### src/rtl/gpio_pkg.sv
package gpio_pkg;
  localparam int unsigned BUS_DW = 32;
  localparam int unsigned BUS_AW = 5;

  typedef enum logic [2:0] {
    REG_DOUT  = 3'd0,
    REG_OE_N  = 3'd1,
    REG_BLINK = 3'd2,
    REG_POL   = 3'd3,
    REG_DIN   = 3'd4,
    REG_CAUSE = 3'd5,
    REG_EMASK = 3'd6,
    REG_LMASK = 3'd7
  } gpio_reg_e;
endpackage

### src/rtl/gpio_sync.sv
module gpio_sync #(
  parameter int unsigned W = 32
) (
  input  logic         clk_i,
  input  logic         rst_ni,
  input  logic [W-1:0] d_i,
  output logic [W-1:0] q_o
);
  logic [W-1:0] meta_q, sync_q;

  always_ff @(posedge clk_i or negedge rst_ni) begin
    if (!rst_ni) begin
      meta_q <= '0;
      sync_q <= '0;
    end else begin
      meta_q <= d_i;
      sync_q <= meta_q;
    end
  end

  assign q_o = sync_q;
endmodule

### src/rtl/gpio_blink.sv
module gpio_blink #(
  parameter int unsigned DIV = 1048576
) (
  input  logic clk_i,
  input  logic rst_ni,
  output logic phase_o
);
  localparam int unsigned CW = (DIV > 1) ? $clog2(DIV) : 1;
  localparam logic [CW-1:0] LAST = CW'(DIV - 1);

  logic [CW-1:0] cnt_q;
  logic          phase_q;

  always_ff @(posedge clk_i or negedge rst_ni) begin
    if (!rst_ni) begin
      cnt_q   <= '0;
      phase_q <= 1'b0;
    end else if (cnt_q == LAST) begin
      cnt_q   <= '0;
      phase_q <= ~phase_q;
    end else begin
      cnt_q   <= cnt_q + 1'b1;
    end
  end

  assign phase_o = phase_q;

  AST_BLINK_HOLD: assert property (@(posedge clk_i) disable iff (!rst_ni)
    (cnt_q != LAST) |=> $stable(phase_q));
endmodule

### src/rtl/gpio_irq.sv
module gpio_irq #(
  parameter int unsigned W = 32
) (
  input  logic         clk_i,
  input  logic         rst_ni,
  input  logic [W-1:0] din_i,
  input  logic         ack_en_i,
  input  logic [W-1:0] ack_keep_i,
  input  logic [W-1:0] emask_i,
  input  logic [W-1:0] lmask_i,
  output logic [W-1:0] cause_o,
  output logic         irq_o
);
  logic [W-1:0] din_q, cause_q, rise, keep;
  logic         irq_q;

  assign rise = din_i & ~din_q;
  assign keep = ack_en_i ? ack_keep_i : '1;

  always_ff @(posedge clk_i or negedge rst_ni) begin
    if (!rst_ni) begin
      din_q   <= '0;
      cause_q <= '0;
      irq_q   <= 1'b0;
    end else begin
      din_q   <= din_i;
      cause_q <= (cause_q & keep) | rise;  // new edge beats ack
      irq_q   <= |((cause_q & emask_i) | (din_i & lmask_i));
    end
  end

  assign cause_o = cause_q;
  assign irq_o   = irq_q;

  AST_SET_WINS: assert property (@(posedge clk_i) disable iff (!rst_ni)
    (|rise) |=> ((cause_q & $past(rise)) == $past(rise)));
  AST_NO_SPURIOUS_CAUSE: assert property (@(posedge clk_i) disable iff (!rst_ni)
    1'b1 |=> ((cause_q & ~$past(cause_q) & ~$past(rise)) == '0));
  AST_EDGE_IRQ: assert property (@(posedge clk_i) disable iff (!rst_ni)
    (|(cause_q & emask_i)) |=> irq_q);
  AST_LEVEL_IRQ: assert property (@(posedge clk_i) disable iff (!rst_ni)
    (|(din_i & lmask_i)) |=> irq_q);
  AST_IRQ_QUIET: assert property (@(posedge clk_i) disable iff (!rst_ni)
    (((cause_q & emask_i) | (din_i & lmask_i)) == '0) |=> !irq_q);
endmodule

### src/rtl/gpio_irq_port.sv
module gpio_irq_port
  import gpio_pkg::*;
#(
  parameter int unsigned NPINS     = 32,
  parameter int unsigned BLINK_DIV = 1048576
) (
  input  logic              clk_i,
  input  logic              rst_ni,
  input  logic              req_i,
  input  logic              we_i,
  input  logic [BUS_AW-1:0] addr_i,
  input  logic [BUS_DW-1:0] wdata_i,
  output logic [BUS_DW-1:0] rdata_o,
  input  logic [NPINS-1:0]  pin_i,
  output logic [NPINS-1:0]  pin_o,
  output logic [NPINS-1:0]  pin_oe_o,
  output logic              irq_o
);
  logic [NPINS-1:0] dout_q, oe_n_q, blink_q, pol_q, emask_q, lmask_q;
  logic [NPINS-1:0] sync_pin, din, cause, wd, rd_word;
  logic             blink_phase, wr;
  gpio_reg_e        sel;

  assign sel = gpio_reg_e'(addr_i[4:2]);
  assign wr  = req_i & we_i;
  assign wd  = wdata_i[NPINS-1:0];

  gpio_sync #(.W(NPINS)) u_sync (
    .clk_i (clk_i),
    .rst_ni(rst_ni),
    .d_i   (pin_i),
    .q_o   (sync_pin)
  );

  assign din = sync_pin ^ pol_q;

  gpio_blink #(.DIV(BLINK_DIV)) u_blink (
    .clk_i  (clk_i),
    .rst_ni (rst_ni),
    .phase_o(blink_phase)
  );

  gpio_irq #(.W(NPINS)) u_irq (
    .clk_i     (clk_i),
    .rst_ni    (rst_ni),
    .din_i     (din),
    .ack_en_i  (wr && sel == REG_CAUSE),
    .ack_keep_i(wd),
    .emask_i   (emask_q),
    .lmask_i   (lmask_q),
    .cause_o   (cause),
    .irq_o     (irq_o)
  );

  always_ff @(posedge clk_i or negedge rst_ni) begin
    if (!rst_ni) begin
      dout_q  <= '0;
      oe_n_q  <= '1;
      blink_q <= '0;
      pol_q   <= '0;
      emask_q <= '0;
      lmask_q <= '0;
    end else if (wr) begin
      unique case (sel)
        REG_DOUT:  dout_q  <= wd;
        REG_OE_N:  oe_n_q  <= wd;
        REG_BLINK: blink_q <= wd;
        REG_POL:   pol_q   <= wd;
        REG_EMASK: emask_q <= wd;
        REG_LMASK: lmask_q <= wd;
        default: ;
      endcase
    end
  end

  always_comb begin
    unique case (sel)
      REG_DOUT:  rd_word = dout_q;
      REG_OE_N:  rd_word = oe_n_q;
      REG_BLINK: rd_word = blink_q;
      REG_POL:   rd_word = pol_q;
      REG_DIN:   rd_word = din;
      REG_CAUSE: rd_word = cause;
      REG_EMASK: rd_word = emask_q;
      default:   rd_word = lmask_q;
    endcase
  end

  always_ff @(posedge clk_i or negedge rst_ni) begin
    if (!rst_ni)            rdata_o <= '0;
    else if (req_i && !we_i) rdata_o <= BUS_DW'(rd_word);
  end

  for (genvar i = 0; i < NPINS; i++) begin : g_pad
    assign pin_o[i]    = blink_q[i] ? blink_phase : dout_q[i];
    assign pin_oe_o[i] = ~oe_n_q[i];
  end

  AST_OE_ACTIVE_LOW: assert property (@(posedge clk_i) disable iff (!rst_ni)
    (wr && sel == REG_OE_N) |=> (pin_oe_o == ~$past(wd)));
  AST_DOUT_TO_PAD: assert property (@(posedge clk_i) disable iff (!rst_ni)
    (wr && sel == REG_DOUT) |=> ((pin_o & ~blink_q) == ($past(wd) & ~blink_q)));
endmodule

### config.mk
export PLATFORM = sky130hd
export DESIGN_NAME = gpio_irq_port
export DESIGN_NICKNAME = d
export VERILOG_FILES = /design/src/rtl/gpio_pkg.sv /design/src/rtl/gpio_sync.sv /design/src/rtl/gpio_blink.sv /design/src/rtl/gpio_irq.sv /design/src/rtl/gpio_irq_port.sv
export SDC_FILE = /design/constraint.sdc
export NUM_CORES = 1
export LEC_CHECK = 0
export CORE_MARGIN = 5
export CORE_UTILIZATION = 55
export DETAILED_ROUTE_END_ITERATION = 8
export HOLD_SLACK_MARGIN = 0.03
export PLACE_DENSITY = 0.79
export SYNTH_ARGS = -nofsm -noshare
export SYNTH_HDL_FRONTEND = slang
export SYNTH_SLANG_ARGS = --single-unit
### constraint.sdc
create_clock -name clk_i -period 4.36 [get_ports clk_i]
set_input_delay 0.654 -clock clk_i [delete_from_list [all_inputs] [get_ports clk_i]]
set_output_delay 0.654 -clock clk_i [all_outputs]
set_load 0.005 [all_outputs]
==> run summary, run 1 <==
Final Hold Fails = 0
Top Family by Delay on Critical Path = flip-flops
n_diodes = 0
Worst R2R Setup Slack = 1940 ps
Synth Area in Adders = 0.000793
status = completed
Yosys reg bits = 374
Setup-failing EPs final = 0
Lkg Pwr = 8.13 nW
max incr delay on CP = 950 ps
post-synth top area share = 0.543
number of cell rows = 62
initial DRC count = 989
Crit path depth = 2
Power per Cell Area = 518 mW/mm²
xor/xnor share of the synthesized area = 0.0278
drt wl/cell = 23.2 µm
largest net degree at the start of global routing = 113
fraction of layout cells with a size suffix above 1 = 0.255
Via density = 6.00
Critical R2R Capture = u_irq.irq_o
Worst slew margin = 0.395
Final GP Congestion = 0.844
Setup TNS = 0 ps
hold-fix buffers at CTS = 0
complex-gate fraction of the synthesized area = 0.103
register area share after synthesis = 0.596
Avg Inst Size Synth = 12.7 µm²
Ys Warns = 0
cts repair resizes = 0
largest family of logic cells by synthesized area = multiplexers
HP Class = in -> async
kind of critical path = reg -> out
skew final = 9.82 ps
Cells after Synth = 1,240
Critical Path RT = 3710 ps
R2R Path Start = pol_q[10]
worst vdd ir = 0.331 mV
root buffer cell = clkbuf_16
Worst-path clk slew = 60 ps
Fmax = 333 MHz
Max-Cap Viols = 0
Slew Limit Fails = 0
crit path time final = 3000 ps
Layout area overhead = 22.2%
Clock Latency Late Sink = 520 ps
global-route wire length before repair = 66,100 µm
initial core utilization = 0.553
Core Util, Final = 0.675
post-synth cell types = 37
initial antenna violation count = 0
Final nets = 1,483
top post-synthesis cells by area = dfrtp_1, mux2_2, dfstp_2, o21ai_0, mux4_2
# fillers = 2,071
CTS tree = yes
multiplexer share of the synthesized area = 0.195
Period Utilization, post-route = 0.689
Total Wirelength = 42,300 µm
Post-synth EDFFs = 0
number of global-route vias before repair = 11.2k
Critical Path End = pin_o[27]
core area = 0.0285 mm²
Post-Syn Area = 0.0158 mm²
worst-path fanout max = 33
Simple-Gate Fraction of Synth Area = 0.0436
DRT antenna net count = 0
total CTS buffers = 39
Clock Tree Buf Depth = 3
Sink Count = 374
port bufs = 167
H-tree levels = 2
HPWL after DPL = 27,900 µm
IO Pins = 170
Startpoint Class = flip-flop
via count = 10.9k
Main synth FF type = dfrtp_1
CP max-delay cell = dfrtp_2
drt drc = 0
R2R depth = 6
CP Buf/Inv Count = 1
Post-CTS Setup Bufs = 0
critical path, cell by cell = mux2_2 > clkdlybuf4s50_1
syn nets = 1,314
Async SR Flop Fraction = 1.00
grt total ovfl = 0
worst-margin pin slew = 907 ps
Crit. End Element = output pin
unrepaired setup endpoints after global routing = false
die area = 0.0322 mm²
Die X = 179 µm
gr usage total = 0.268
Critical Path Start = u_blink.phase_o
DR pass1 iterations = 5
DIE HEIGHT = 179 µm
Worst EP arrival = 2350 ps
post-synth top area cell = dfrtp_1
==> state kept, by name, summed over array words and instances, names as in the netlist <==
name             count
blink_q             32
dout_q              32
emask_q             32
lmask_q             32
oe_n_q              32
pol_q               32
rdata_o             32
u_irq.cause_o       32
u_irq.din_q         32
u_sync.meta_q       32
u_sync.q_o          32
u_blink.cnt_q       20
u_blink.phase_o      1
u_irq.irq_o          1
==> routing by layer <==
metal,GRT usage,part of all wire
met1,0.383,0.42
met3,0.0525,0.077
met5,0,0
met2,0.429,0.48
met4,0.0705,0.020
==> area by class of cell <==
cell class,count,area [µm²],area share
Clock buffer,57,1150,0.0595
Inverter,69,259,0.0134
Clock inverter,14,198,0.0103
Tap cell,384,480,0.0249
Multi-Input combinational cell,732,5870,0.305
Sequential cell,374,9400,0.488
Timing Repair Buffer,193,1920,0.0997
==> cell families after synthesis <==
kind of cell               count (synthesis)
xor gates and xnor gates                  50
adders and majority gates                  1
DFF                                      374
and+or+nand+nor                          159
AOI/OAI and AO/OA                        264
muxes                                    258
buffers and inverters                    134
==> report_power, final <==
group | internal (mW) | leakage, nW | switching, mW | total (mW)
registers | 4.14 | 4.39 | 0.477 | 4.61
logic | 1.07 | 3.07 | 0.839 | 1.91
clock network | 2.12 | 0.662 | 1.34 | 3.46
==> synth_stat cells (10+ instances only) <==
master,number
inv_1,69
xor2_1,15
o22ai_1,19
nand2_1,75
mux2_2,212
dfrtp_1,342
nand4_1,11
o221ai_1,21
clkbuf_1,38
nand3_1,10
xnor2_1,35
o21ai_0,154
buf_2,24
a22oi_1,14
mux4_2,18
a22o_1,13
nor2_1,44
dfstp_2,32
a211oi_1,24
mux2i_1,28
==> metrics by stage <==
stage / area (µm²) / hold WS (ps) / setup slack [ps] / total power, mW / cells
floorplan: 15800 / 331 / 2300 / 5.51 / 1240
global placement: 17900 / 333 / 1360 / 6.47 / 1752
detailed placement: 17900 / 335 / 1320 / 6.55 / 1752
CTS: 19300 / 253 / 1360 / 10.0 / 1823
global route: 19300 / 287 / 1310 / 10.4 / 1823
finish: 19300 / 215 / 1360 / 9.99 / 1823
==> cells in the final DEF, fill, tap and decap left out, drive strengths merged <==
cell,synthesis,layout
dfrtp,342,342
mux2,212,212
clkdlybuf4s50,0,163
o21ai,154,154
nand2,75,75
inv,69,69
clkbuf,38,57
nor2,44,44
xnor2,35,35
dfstp,32,32
buf,27,30
mux2i,28,28
a211oi,24,24
o221ai,21,21
o22ai,19,19
mux4,18,18
xor2,15,15
a22oi,14,14
a22o,14,14
nand4,11,11
nand3,10,10
a221oi,9,9
clkinv,0,8
a21oi,6,6
bufinv,0,5
nand2b,5,5
a21o,3,3
or2,3,3
nor4,2,2
and2,2,2
nor2b,2,2
or4,2,2
and4,1,1
and3,1,1
nor3,1,1
ha,1,1
clkinvlp,0,1
==> worst min path at each step <==
stage / start / endpoint / slack [ps] / cells after the start
2_1_floorplan: u_sync.meta_q[0] / u_sync.q_o[0] / 330 / 0
3_3_place_gp: u_sync.meta_q[30] / u_sync.q_o[30] / 330 / 0
3_5_place_dp: u_sync.meta_q[2] / u_sync.q_o[2] / 330 / 0
4_1_cts: rst_ni / u_sync.q_o[3] / 250 / 1
5_1_grt: rst_ni / u_sync.q_o[3] / 290 / 1
6_report: rst_ni / u_sync.q_o[3] / 220 / 1
Power figures use the tool's default switching activity.
==> inputs of run 2 (changes only) <==
--- a/config.mk
+++ b/config.mk
@@ -6,10 +6,10 @@
 export NUM_CORES = 1
 export LEC_CHECK = 0
 export CORE_MARGIN = 5
-export CORE_UTILIZATION = 55
+export CORE_UTILIZATION = 51
 export DETAILED_ROUTE_END_ITERATION = 8
 export HOLD_SLACK_MARGIN = 0.03
-export PLACE_DENSITY = 0.79
+export PLACE_DENSITY = 0.77
 export SYNTH_ARGS = -nofsm -noshare
 export SYNTH_HDL_FRONTEND = slang
 export SYNTH_SLANG_ARGS = --single-unit
==> constraint.sdc (replaced) <==
create_clock -name clk_i -period 2.6 [get_ports clk_i]
set_input_delay 0.39 -clock clk_i [delete_from_list [all_inputs] [get_ports clk_i]]
set_output_delay 0.39 -clock clk_i [all_outputs]
set_load 0.005 [all_outputs]
==> run 2 against run 1 <==
Clock-buffer cell count grew 8. Critical path depth grew 3. Non-clock buffer count grew 23. Global-route usage shrank 1.4 points. Sequential cell count is the same. Clock power grew 54%. Register-to-register slack lost 1700 ps. Final cell count grew 1.9%. Largest power group unchanged. Critical endpoint is now u_irq.irq_o.
==> run summary, run 2 (synthesis results as in run 1) <==
Layout area overhead = 23.7%
port bufs = 167 (unchanged)
Worst EP arrival = 2690 ps (+340 ps)
most common cell after layout, fill and taps aside = dfrtp_1
most frequent cells in the layout = dfrtp_1, mux2_2, clkdlybuf4s50_1
Power per Cell Area = 836 mW/mm² (+61%)
core area = 0.0306 mm² (+7.2%)
Final Hold Fails = 0 (unchanged)
CP Buf/Inv Count = 0 (-1)
drt wl/cell = 23.3 µm (+0.57%)
Core Util, Final = 0.638 (-0.0373)
cts repair resizes = 0 (unchanged)
total CTS buffers = 39 (unchanged)
unrepaired setup endpoints after global routing = false
largest net degree at the start of global routing = 78 (-31%)
CTS tree = yes
Top Family by Delay on Critical Path = simple AND/OR/NAND/NOR gates
hold-fix buffers at CTS = 1 (+1)
number of global-route vias before repair = 11.7k (+4.5%)
Setup TNS = 0 ps (unchanged)
Clock Latency Late Sink = 520 ps (about the same)
skew final = 11.2 ps (+1.40 ps)
worst-margin pin slew = 823 ps (-84.3 ps)
status = completed
via count = 11.1k (+1.7%)
fraction of layout cells with a size suffix above 1 = 0.260 (+0.00506)
IO Pins = 170 (unchanged)
Top cell by count, worst path = or4_1
Worst R2R Setup Slack = 270 ps (-1670 ps)
HP Class = in -> reg
DRT antenna net count = 0 (unchanged)
Worst slew margin = 0.451 (+0.0562)
Slew Limit Fails = 0 (unchanged)
HPWL after DPL = 29,200 µm (+4.6%)
Sink Count = 374 (unchanged)
Post-CTS Setup Bufs = 0 (unchanged)
Crit. End Element = flip-flop
grt total ovfl = 0 (unchanged)
CP max-delay cell = or4_1
Lkg Pwr = 8.22 nW (+1.2%)
initial DRC count = 1,036 (+4.8%)
max incr delay on CP = 560 ps (-390 ps)
initial antenna violation count = 2 (+2)
H-tree levels = 2 (unchanged)
crit path time final = 2330 ps
Die X = 186 µm (+3.6%)
Via density = 5.98 (-0.26%)
number of cell rows = 64 (+3.2%)
Min Hold Slack = 306 ps (+90.9 ps)
Period Utilization, post-route = 0.896
Max-Cap Viols = 0 (unchanged)
worst vdd ir = 0.484 mV (+46%)
Critical Path RT = 2960 ps (-750 ps)
Final GP Congestion = 0.886 (+5.1%)
die area = 0.0345 mm² (+7.4%)
DR pass1 iterations = 5 (unchanged)
DIE HEIGHT = 186 µm (+3.6%)
worst-path fanout max = 3 (-91%)
Startpoint Class = flip-flop
Final nets = 1,506 (+1.6%)
Setup-failing EPs final = 0 (unchanged)
kind of critical path = reg -> reg
root buffer cell = clkbuf_16
initial core utilization = 0.516 (-0.0369)
drt drc = 0 (unchanged)
Fmax = 429 MHz
Worst-path clk slew = 60 ps (about the same)
total power = 16.3 mW (+63%)
Clock Tree Buf Depth = 3 (unchanged)
critical path, cell by cell = a22o_1 > a221oi_2 > o21ai_0 > or4_1 > or4_1
gr usage total = 0.254 (-0.0143)
global-route wire length before repair = 67,900 µm (+2.7%)
Total Wirelength = 43,400 µm (+2.5%)
[run 2: changes by cell type in the layout (fill, tap and decap cells not counted)]
cell,before,now
buf_12,5,19
dfrtp_2,1,0
dlygate4sd3_1,0,1
clkbuf_1,10,17
bufinv_16,5,0
buf_4,22,30
diode_2,0,1
dfrtp_1,341,342
clkinv_2,8,4
clkbuf_8,6,7
[run 2: layer usage]
metal,share of wire,vias up,GRT usage
met5,0.00046,-,0
met1,0.41,5695,0.347
met4,0.042,2,0.0985
li1,-,4810,-
met2,0.47,489,0.406
met3,0.075,119,0.0479
[run 2: path summary, 6_finish.rpt]
path,end,cells past startpoint,from
max in group asynchronous,oe_n_q[24],3,rst_ni
max,u_irq.irq_o,5,u_irq.cause_o[29]
min reg2reg,u_sync.q_o[15],0,u_sync.meta_q[15]
max reg2reg,u_irq.irq_o,5,u_irq.cause_o[29]
min in group asynchronous,u_sync.meta_q[2],2,rst_ni
min,u_sync.meta_q[18],1,pin_i[18]
[run 2: cell type report]
| class | count | area (µm²) |
|---|---|---|
| fillers | 2320 | 11100 |
| flip-flops and latches | 374 | 9400 |
| multi-input cells | 732 | 5870 |
| repair buffers | 216 | 2270 |
| clock buffers | 65 | 1190 |
| well taps | 396 | 495 |
| inverters | 69 | 259 |
| clock inverters | 5 | 27.5 |
| diodes | 1 | 2.50 |
[run 2: per-stage QoR]
step	worst slack (ps)	instances	area, µm²
finish	270	1858	19500
global route	208	1858	19500
CTS	287	1857	19500
detailed placement	157	1786	18300
global placement	182	1786	18300
floorplan	705	1240	15800
[run 2: report_power, final]
part | total [mW] | leakage [nW] | switching (mW) | internal [mW]
Sequential | 7.75 | 4.40 | 0.808 | 6.94
Combinational | 3.24 | 3.24 | 1.41 | 1.83
Clock | 5.32 | 0.591 | 2.22 | 3.10
Total | 16.3 | 8.22 | 4.44 | 11.9
==> inputs of run 3 (changes only) <==
--- a/config.mk
+++ b/config.mk
@@ -5,8 +5,10 @@
 export SDC_FILE = /design/constraint.sdc
 export NUM_CORES = 1
 export LEC_CHECK = 0
+export CELL_PAD_IN_SITES_DETAIL_PLACEMENT = 1
+export CELL_PAD_IN_SITES_GLOBAL_PLACEMENT = 1
 export CORE_MARGIN = 5
-export CORE_UTILIZATION = 51
+export CORE_UTILIZATION = 42
 export DETAILED_ROUTE_END_ITERATION = 8
 export HOLD_SLACK_MARGIN = 0.03
 export PLACE_DENSITY = 0.77
==> run 3 against run 2 <==
Final cell count rose by 6.6%. Maximum frequency fell by 0.41%. Global-route usage fell by 1.7 points. Non-clock buffer count rose by 3. First-iteration DRC count fell by 24%. Sequential power rose by 0.6%. Clock skew fell by 1.8 ps. Critical path depth fell by 2. Clock-buffer cell count did not move. Critical path type is now reg -> out. Largest cell class unchanged.
==> run summary, run 3 (synthesis results as in run 1) <==
status = completed
Period Utilization, post-route = 0.900 (+0.00372)
P_int = 12.6 mW (+5.9%)
worst-path fanout max = 18 (+15)
drt drc = 0 (unchanged)
Net Sw Power = 4.70 mW (+5.9%)
max incr delay on CP = 500 ps (-60 ps)
Clock Latency Late Sink = 540 ps (+20 ps)
Critical Path RT = 2210 ps (-750 ps)
HP Class = in -> reg
H-tree levels = 2 (unchanged)
uppermost routed layer = met4
Critical Path Start = u_blink.phase_o
Critical R2R Capture = u_irq.irq_o
worst-margin pin slew = 665 ps (-158 ps)
Fmax = 427 MHz (-0.41%)
Final Hold Fails = 0 (unchanged)
most common cell after layout, fill and taps aside = dfrtp_1
Power per Cell Area = 871 mW/mm² (+4.2%)
grt total ovfl = 0 (unchanged)
cts repair resizes = 0 (unchanged)
kind of critical path = reg -> out
crit path time final = 2340 ps (+9.66 ps)
Clock Tree Buf Depth = 3 (unchanged)
Final nets = 1,511 (+0.33%)
Worst-path clk slew = 60 ps (about the same)
Final GP Congestion = 0.841 (-5.1%)
root buffer cell = clkbuf_16
Layout area overhead = 25.7%
Min Hold Slack = 289 ps (-17.1 ps)
skew final = 9.42 ps (-1.80 ps)
total CTS buffers = 41 (+5.1%)
sequential power share = 0.452 (-0.023)
Max-Cap Viols = 0 (unchanged)
Total Wirelength = 48,600 µm (+12%)
initial antenna violation count = 0 (-2)
n_diodes = 0 (-1)
largest net degree at the start of global routing = 76 (-2.6%)
DR pass1 iterations = 5 (unchanged)
Met2 Routed Length = 23,500 µm (+14%)
initial DRC count = 791 (-24%)
HPWL after DPL = 33,400 µm (+15%)
drt wl/cell = 24.5 µm (+5.1%)
worst vdd ir = 0.526 mV (+8.8%)
metal3 WL = 2620 µm (-19%)
Crit. End Element = output pin
IO Pins = 170 (unchanged)
initial core utilization = 0.422 (-0.0939)
Core Util, Final = 0.530 (-0.108)
R2R depth = 6 (+1)
total power = 17.3 mW (+5.9%)
Via density = 5.59 (-6.6%)
fraction of layout cells with a size suffix above 1 = 0.270 (+0.00997)
hold-fix buffers at CTS = 1 (unchanged)
number of global-route vias before repair = 12.4k (+5.8%)
Multi-input gate area = 0.00587 mm² (unchanged)
core area = 0.0374 mm² (+22%)
unrepaired setup endpoints after global routing = false
Comb power frac = 0.191 (-0.008)
# fillers = 3,775 (+63%)
Inst Count DP = 1,904 (+6.6%)
Die X = 204 µm (+9.6%)
Worst slew margin = 0.557 (+0.105)
via count = 11.1k (-0.42%)
Sink Count = 374 (unchanged)
wl on met1 = 21,200 µm (+20%)
Setup-failing EPs final = 0 (unchanged)
Sw Ratio = 0.272 (about the same)
Slew Limit Fails = 0 (unchanged)
Worst EP arrival = 1950 ps (-740 ps)
clock share of power = 0.358 (+0.032)
port bufs = 167 (unchanged)
Startpoint Class = flip-flop
most frequent cells in the layout = dfrtp_1, mux2_2, clkdlybuf4s50_1
Setup TNS = 0 ps (unchanged)
Critical Path End = pin_o[0]
CP max-delay cell = clkdlybuf4s50_1
gr usage total = 0.237 (-0.0168)
CTS tree = yes
Worst R2R Setup Slack = 380 ps (+110 ps)
DRT antenna net count = 0 (unchanged)
Post-CTS Setup Bufs = 0 (unchanged)
critical path, cell by cell = buf_4 > mux2_2 > clkdlybuf4s50_1
Post-Layout Cell Count = 1,981 (+6.6%)
number of cell rows = 71 (+11%)
Storage cell area = 0.00940 mm² (unchanged)
R2R Path Start = pol_q[10]
Lkg Pwr = 8.34 nW (+1.4%)
die area = 0.0415 mm² (+20%)
DIE HEIGHT = 204 µm (+9.6%)
global-route wire length before repair = 76,300 µm (+12%)
run 3: cell count changes in the layout (fill, tap and decap cells not counted), sizes merged:
cell and change:
clkinvlp -1, clkinv +2, buf +3, diode -1, bufinv +4, inv +1
run 3: worst min-delay path by stage:
stage	from	to	slack (ps)	cells after the start
after floorplan	rst_ni	blink_q[0]	90	0
after global placement	u_sync.meta_q[0]	u_sync.q_o[0]	330	0
after detailed placement	u_sync.meta_q[23]	u_sync.q_o[23]	340	0
after CTS	pin_i[31]	u_sync.meta_q[31]	270	1
after global routing	pin_i[10]	u_sync.meta_q[10]	270	1
final	pin_i[10]	u_sync.meta_q[10]	290	1
run 3: stage by stage:
stage	cell area, µm²	setup WS, ps
floorplan	15800	705
global placement	18400	173
detailed placement	18400	106
CTS	19800	217
global route	19800	213
finish	19800	260
run 3: per-layer routing:
layer | track usage | vias to the layer above
li1 | - | 4810
met1 | 0.326 | 5841
met2 | 0.396 | 330
met3 | 0.0385 | 87
met4 | 0.0597 | 0
met5 | 0 | -
run 3: layout make-up:
cell class	instances	area share
sequential	374	0.474
multi-input combinational	732	0.296
timing repair buffer	219	0.112
clock buffer	65	0.0650
tap	511	0.0322
inverter	69	0.0131
clock inverter	11	0.00801
run 3: worst max-delay path: cells and delay by family, from the launching register on:
| family | cells | cell delay (ps) |
|---|---|---|
| flops | 1 | 360 |
| buf+inv | 2 | 790 |
| mux | 1 | 250 |
run 3: power by group through the flow:
| stage | logic (mW) | registers, mW | clock network (mW) |
|---|---|---|---|
| 2_1_floorplan | 1.74 | 7.51 | 0 |
| 3_3_place_gp | 3.17 | 7.80 | 0 |
| 3_5_place_dp | 3.28 | 7.87 | 0 |
| 4_1_cts | 3.33 | 7.79 | 6.30 |
| 5_1_grt | 3.58 | 7.91 | 6.56 |
| 6_report | 3.30 | 7.80 | 6.18 |
